## src/rtl/aper_pkg.sv

```systemverilog
// Shared constants and helpers for the aperture remapper.
// Assumes a 32-bit address split into 16 windows selected by bits [31:28].
package aper_pkg;
    localparam int ADDR_W   = 32;
    localparam int NIB_W    = 4;
    localparam int NUM_APER = 16;
    localparam int MAP_W    = NUM_APER * NIB_W;
    localparam int LOW_W    = ADDR_W - NIB_W;

    typedef logic [MAP_W-1:0] map_vec_t;
    typedef logic [NIB_W-1:0] nib_t;

    // Extract the nibble belonging to window idx from a packed map.
    function automatic nib_t pick_nib(map_vec_t v, nib_t idx);
        return v[idx*NIB_W +: NIB_W];
    endfunction
endpackage

```

## src/rtl/aper_cfg_regs.sv

```systemverilog
// Shadow map registers and commit strobe decode.
// Assumes word-aligned offsets, NUM_MST <= 32 and 16*NUM_MST <= UPD_OFS.
module aper_cfg_regs
    import aper_pkg::*;
#(
    parameter int NUM_MST = 4,
    parameter int CFG_AW  = 12,
    parameter int UPD_OFS = 'h100
) (
    input  logic                       clk,
    input  logic                       rst_n,
    input  logic                       cfg_we,
    input  logic [CFG_AW-1:0]          cfg_addr,
    input  logic [31:0]                cfg_wdata,
    output logic [31:0]                cfg_rdata,
    output logic [NUM_MST*MAP_W-1:0]   shd_sel,
    output logic [NUM_MST*MAP_W-1:0]   shd_off,
    output logic [NUM_MST-1:0]         upd_strobe
);
    localparam int BLK_W = CFG_AW - 4;
    localparam logic [CFG_AW:0] SPAN = (CFG_AW+1)'(NUM_MST * 16);

    logic             hit_blk;
    logic [BLK_W-1:0] blk_idx;
    logic [1:0]       word_sel;

    // Decode which block and which word an offset addresses.
    always_comb begin
        hit_blk  = ({1'b0, cfg_addr} < SPAN) && (cfg_addr[1:0] == 2'b00);
        blk_idx  = cfg_addr[CFG_AW-1:4];
        word_sel = cfg_addr[3:2];
    end

    // Commit strobe: one bit per master, valid only in the write cycle.
    always_comb begin
        upd_strobe = '0;
        if (cfg_we && cfg_addr == CFG_AW'(UPD_OFS))
            upd_strobe = cfg_wdata[NUM_MST-1:0];
    end

    for (genvar m = 0; m < NUM_MST; m++) begin : g_shd
        logic wr_here;
        assign wr_here = cfg_we && hit_blk && (blk_idx == BLK_W'(m));

        // Load the addressed shadow word of master m.
        always_ff @(posedge clk) begin
            if (!rst_n) begin
                shd_sel[m*MAP_W +: MAP_W] <= '0;
                shd_off[m*MAP_W +: MAP_W] <= '0;
            end else if (wr_here) begin
                case (word_sel)
                    2'd0: shd_sel[m*MAP_W      +: 32] <= cfg_wdata;
                    2'd1: shd_sel[m*MAP_W + 32 +: 32] <= cfg_wdata;
                    2'd2: shd_off[m*MAP_W      +: 32] <= cfg_wdata;
                    default: shd_off[m*MAP_W + 32 +: 32] <= cfg_wdata;
                endcase
            end
        end
    end

    // Read back the addressed shadow word, zero elsewhere.
    always_comb begin
        cfg_rdata = '0;
        for (int m = 0; m < NUM_MST; m++) begin
            if (hit_blk && blk_idx == BLK_W'(m)) begin
                case (word_sel)
                    2'd0: cfg_rdata = shd_sel[m*MAP_W      +: 32];
                    2'd1: cfg_rdata = shd_sel[m*MAP_W + 32 +: 32];
                    2'd2: cfg_rdata = shd_off[m*MAP_W      +: 32];
                    default: cfg_rdata = shd_off[m*MAP_W + 32 +: 32];
                endcase
            end
        end
    end
endmodule

```

## src/rtl/aper_commit.sv

```systemverilog
// Live map of one master. Copies the shadow map on a commit, deferring
// the copy while the master presents a request.
// Assumes a request is single-beat, so a low req_busy is a safe point.
module aper_commit
    import aper_pkg::*;
(
    input  logic     clk,
    input  logic     rst_n,
    input  logic     upd,
    input  logic     req_busy,
    input  map_vec_t shd_sel,
    input  map_vec_t shd_off,
    output map_vec_t act_sel,
    output map_vec_t act_off
);
    logic pend;

    // Hold a requested commit and apply it when the master is idle.
    always_ff @(posedge clk) begin
        if (!rst_n) begin
            pend    <= 1'b0;
            act_sel <= '0;
            act_off <= '0;
        end else if ((upd || pend) && !req_busy) begin
            pend    <= 1'b0;
            act_sel <= shd_sel;
            act_off <= shd_off;
        end else if (upd) begin
            pend    <= 1'b1;
        end
    end
endmodule

```

## src/rtl/aper_xlate.sv

```systemverilog
// Registered address translation for one master using its live map.
// Assumes the live map does not change on an edge with a request.
module aper_xlate
    import aper_pkg::*;
(
    input  logic              clk,
    input  logic              rst_n,
    input  logic              req_valid,
    input  logic [ADDR_W-1:0] req_addr,
    input  map_vec_t          act_sel,
    input  map_vec_t          act_off,
    output logic              rsp_valid,
    output nib_t              rsp_slave,
    output logic [ADDR_W-1:0] rsp_addr,
    output logic              rsp_decerr
);
    nib_t win, slv, nib;

    // Look up the window entry for the incoming address.
    always_comb begin
        win = req_addr[ADDR_W-1 -: NIB_W];
        slv = pick_nib(act_sel, win);
        nib = pick_nib(act_off, win);
    end

    // Register the translated request.
    always_ff @(posedge clk) begin
        if (!rst_n) begin
            rsp_valid  <= 1'b0;
            rsp_slave  <= '0;
            rsp_addr   <= '0;
            rsp_decerr <= 1'b0;
        end else begin
            rsp_valid  <= req_valid;
            rsp_slave  <= slv;
            rsp_addr   <= {nib, req_addr[LOW_W-1:0]};
            rsp_decerr <= req_valid && (slv == '0);
        end
    end
endmodule

```

## src/rtl/aper_remap.sv

```systemverilog
// Multi-master aperture remapper: shadow registers, per-master commit
// and per-master translation.
// Assumes word-aligned register offsets and single-beat requests.
module aper_remap
    import aper_pkg::*;
#(
    parameter int NUM_MST = 4,
    parameter int CFG_AW  = 12,
    parameter int UPD_OFS = 'h100
) (
    input  logic                    clk,
    input  logic                    rst_n,
    input  logic                    cfg_we,
    input  logic [CFG_AW-1:0]       cfg_addr,
    input  logic [31:0]             cfg_wdata,
    output logic [31:0]             cfg_rdata,
    input  logic [NUM_MST-1:0]      req_valid,
    input  logic [NUM_MST*32-1:0]   req_addr,
    output logic [NUM_MST-1:0]      rsp_valid,
    output logic [NUM_MST*4-1:0]    rsp_slave,
    output logic [NUM_MST*32-1:0]   rsp_addr,
    output logic [NUM_MST-1:0]      rsp_decerr
);
    logic [NUM_MST*MAP_W-1:0] shd_sel, shd_off;
    logic [NUM_MST*MAP_W-1:0] act_sel, act_off;
    logic [NUM_MST-1:0]       upd_strobe;

    aper_cfg_regs #(.NUM_MST(NUM_MST), .CFG_AW(CFG_AW), .UPD_OFS(UPD_OFS)) u_regs (
        .clk        (clk),
        .rst_n      (rst_n),
        .cfg_we     (cfg_we),
        .cfg_addr   (cfg_addr),
        .cfg_wdata  (cfg_wdata),
        .cfg_rdata  (cfg_rdata),
        .shd_sel    (shd_sel),
        .shd_off    (shd_off),
        .upd_strobe (upd_strobe)
    );

    for (genvar m = 0; m < NUM_MST; m++) begin : g_mst
        aper_commit u_commit (
            .clk      (clk),
            .rst_n    (rst_n),
            .upd      (upd_strobe[m]),
            .req_busy (req_valid[m]),
            .shd_sel  (shd_sel[m*MAP_W +: MAP_W]),
            .shd_off  (shd_off[m*MAP_W +: MAP_W]),
            .act_sel  (act_sel[m*MAP_W +: MAP_W]),
            .act_off  (act_off[m*MAP_W +: MAP_W])
        );

        aper_xlate u_xlate (
            .clk        (clk),
            .rst_n      (rst_n),
            .req_valid  (req_valid[m]),
            .req_addr   (req_addr[m*32 +: 32]),
            .act_sel    (act_sel[m*MAP_W +: MAP_W]),
            .act_off    (act_off[m*MAP_W +: MAP_W]),
            .rsp_valid  (rsp_valid[m]),
            .rsp_slave  (rsp_slave[m*4 +: 4]),
            .rsp_addr   (rsp_addr[m*32 +: 32]),
            .rsp_decerr (rsp_decerr[m])
        );
    end
endmodule

```

## config.mk

```make
export PLATFORM = sky130hd
export DESIGN_NAME = aper_remap
export DESIGN_NICKNAME = d
export VERILOG_FILES = /design/src/rtl/aper_pkg.sv /design/src/rtl/aper_cfg_regs.sv /design/src/rtl/aper_commit.sv /design/src/rtl/aper_xlate.sv /design/src/rtl/aper_remap.sv
export SDC_FILE = /design/constraint.sdc
export NUM_CORES = 2
export LEC_CHECK = 0
export BUFFER_PORTS_ARGS = -buffer_cell sky130_fd_sc_hd__buf_2
export CORE_UTILIZATION = 25
export DETAILED_ROUTE_END_ITERATION = 16
export HOLD_SLACK_MARGIN = 0.02
export SYNTH_ARGS = -nofsm -noshare
export SYNTH_HDL_FRONTEND = slang
export SYNTH_SLANG_ARGS = --single-unit
```

## constraint.sdc

```tcl
create_clock -name clk -period 7.8 [get_ports clk]
set_input_delay 1.56 -clock clk [delete_from_list [all_inputs] [get_ports clk]]
set_output_delay 1.56 -clock clk [all_outputs]
set_load 0.02 [all_outputs]
```

==> metrics <==
Die Area 213800 sq um; initial antenna violation count 27; Die Height 462.4 um; Yosys reg bits 1180; Area after DPL 56670 sq um; Seq/Total Area, Yosys 0.4458; # port buffers 362; GRT met3 Usage 0.03657; layout cells sized above 1 0.2079; Area Growth Syn to Fin 15.71%; commonest non-fill, non-tap cell in the layout nand2_1; Remaining DRCs 0; CP Launch Type primary input; routing usage on met2 0.2680; Leak 19.65 nW; Post-Syn Area 52990 sq um; Max Slew Vio Count 0; Yosys warnings 0; Worst Hold Class flop to flop; Final ANT Viol Nets 0; most frequent cells in the layout nand2_1, dfxtp_1, mux2i_1; total congestion overflow 0; dominant cell type by area after synthesis dfxtp_1; M1 GR Usage 0.2122; All-Layer GR Usage 0.1711; number of enable flip-flop cells after synthesis 0; Slew HR 0.1704; crit path DAT 4.26 ns; register area 23620 sq um; Final HPWL DP 128800 um; die width 462.4 um; DR iter-0 viols 4337; Top Usage Layer GRT met2; Syn Nets 5689; Crit. End Element output pin; max_cap viols 0; syn_area_per_cell 9.617 sq um; RD Place Congestion 0.9625; Pwr Density 216.2 nW/um^2; global-route wire length before repair 273400 um; Initial Utilization 0.2521; TritonCTS Buffers 138; Post-CTS Hold Fix Bufs 0; final hold viol count 0; fin area 61310 sq um; main flop type after synthesis dfxtp_1; unrepaired setup endpoints after global routing false; CTS Root Cell clkbuf_16; Max IR drop VDD 219.1 uV; Clock Tree Buf Depth 3; Layout Skew 0.03249 ns; # Post-CTS Setup Buffers 0; # nets final 5755; status finished clean; synth top area cells dfxtp_1, nand2_1, mux4_2; drt total wl 188300 um; via total after detailed routing 41130; CTS H-tree depth 4; fmax 171.7 MHz; Worst-Margin Slew 1.244 ns; core area 210200 sq um; synth unique cells 38; number of global-route vias before repair 39320; clock insertion delay at the later pin of the skew report 0.79 ns; Setup TNS Final 0 ns; CTS tree built; top-area cell type share of the netlist area 0.4458; wire per inst 22.17 um; WP data required 6.24 ns; Power, Total 13.25 mW; Clock Sink Count 1180; Avg Vias per Cell 4.842; Final Cycle Share 0.7466; critical path type primary input to output pin; Final Setup Violations 0; row count 168; Clk pin slew, worst setup/hold paths 0.06 ns; crit-path max FO 57; post-cts repair resize count 0; Filler cells 21700; Ports 363; gate count of the mapped netlist 5510; Post-synth ARST share 0; min cycle time layout 5.824 ns; multi-input logic area 26970 sq um; largest net degree at the start of global routing 275; drt first pass iters 7
## state kept, by name, indices dropped and copies added, names as in the netlist, 16 cells and up
register                 cells
g_mst.u_commit.act_off     256
g_mst.u_commit.act_sel     256
u_regs.shd_off             256
u_regs.shd_sel             256
g_mst.u_xlate.rsp_addr     128
g_mst.u_xlate.rsp_slave     16
## cell families after synthesis
| logic type | count (synthesis) | share of synthesized area |
|---|---|---|
| and+or+nand+nor | 2421 | 0.1902 |
| AOI/OAI and AO/OA | 596 | 0.1018 |
| buffers and inverters | 509 | 0.04704 |
| muxes | 804 | 0.2152 |
| DFF | 1180 | 0.4458 |
## synthesized netlist by cell type (6+ instances only)
cell      number
nand2_1     2094
dfxtp_1     1180
mux2i_1      536
clkbuf_1     315
a21boi_1     270
mux4_2       268
a21boi_2     242
and2_1       149
buf_2         96
nor2b_1       80
buf_4         59
a21oi_1       32
buf_6         32
o32a_1        32
nand3_1       29
nand4_1       18
a22oi_1       12
nor2_1        10
nor4_4        10
nor4_2         8
buf_1          6
## worst paths after layout
kind                            startpoint  slack (ns)  depth (start not counted)                             to
max                            cfg_addr[3]        1.98                          6                  cfg_rdata[15]
max reg2reg         g_mst[3].u_commit.pend        5.11                          4  g_mst[3].u_commit.act_off[57]
min          g_mst[1].u_commit.act_sel[56]        0.45                          2  g_mst[1].u_commit.act_sel[56]
min reg2reg  g_mst[1].u_commit.act_sel[56]        0.45                          2  g_mst[1].u_commit.act_sel[56]
## critical path, cell delays in order
cell	delay (ns)
clkbuf_8	0.60
buf_4	0.43
mux4_2	0.58
nor2b_1	0.18
o32a_1	0.55
buf_2	0.25
## metal layers
layer  vias up  share of wire
li1      18620              -
met1     20270           0.40
met2      1785           0.45
met3       433          0.077
met4        24          0.070
met5         -        0.00095
## area by class of cell
class	count	share of cell area
multi-input combinational	3821	0.4399
antenna	9	0.0003673
tap	2805	0.05724
clock buffer	199	0.06449
timing repair buffer	434	0.04183
sequential	1180	0.3853
clock inverter	45	0.01080
inverter	1	0.00006122
## where the power goes
group | switching [mW] | total, mW | leakage, nW | internal (mW)
sequential | 0.00735 | 6.07 | 9.53 | 6.06
combinational | 0.421 | 0.615 | 7.89 | 0.195
clock | 2.76 | 6.57 | 2.23 | 3.81
total | 3.19 | 13.3 | 19.7 | 10.1
## stage by stage
step / hold slack [ns] / std cells / setup slack (ns) / util
2_1_floorplan: 0.4315 / 5510 / 3.057 / -
3_3_place_gp: 0.4393 / 8241 / 2.070 / 0.2696
3_5_place_dp: 0.4429 / 8241 / 2.026 / 0.2696
4_1_cts: 0.4541 / 8485 / 2.011 / 0.2916
5_1_grt: 0.4640 / 8489 / 1.895 / 0.2916
6_report: 0.4536 / 8494 / 1.976 / 0.2917
No activity file was read; power rests on OpenSTA's default activity.
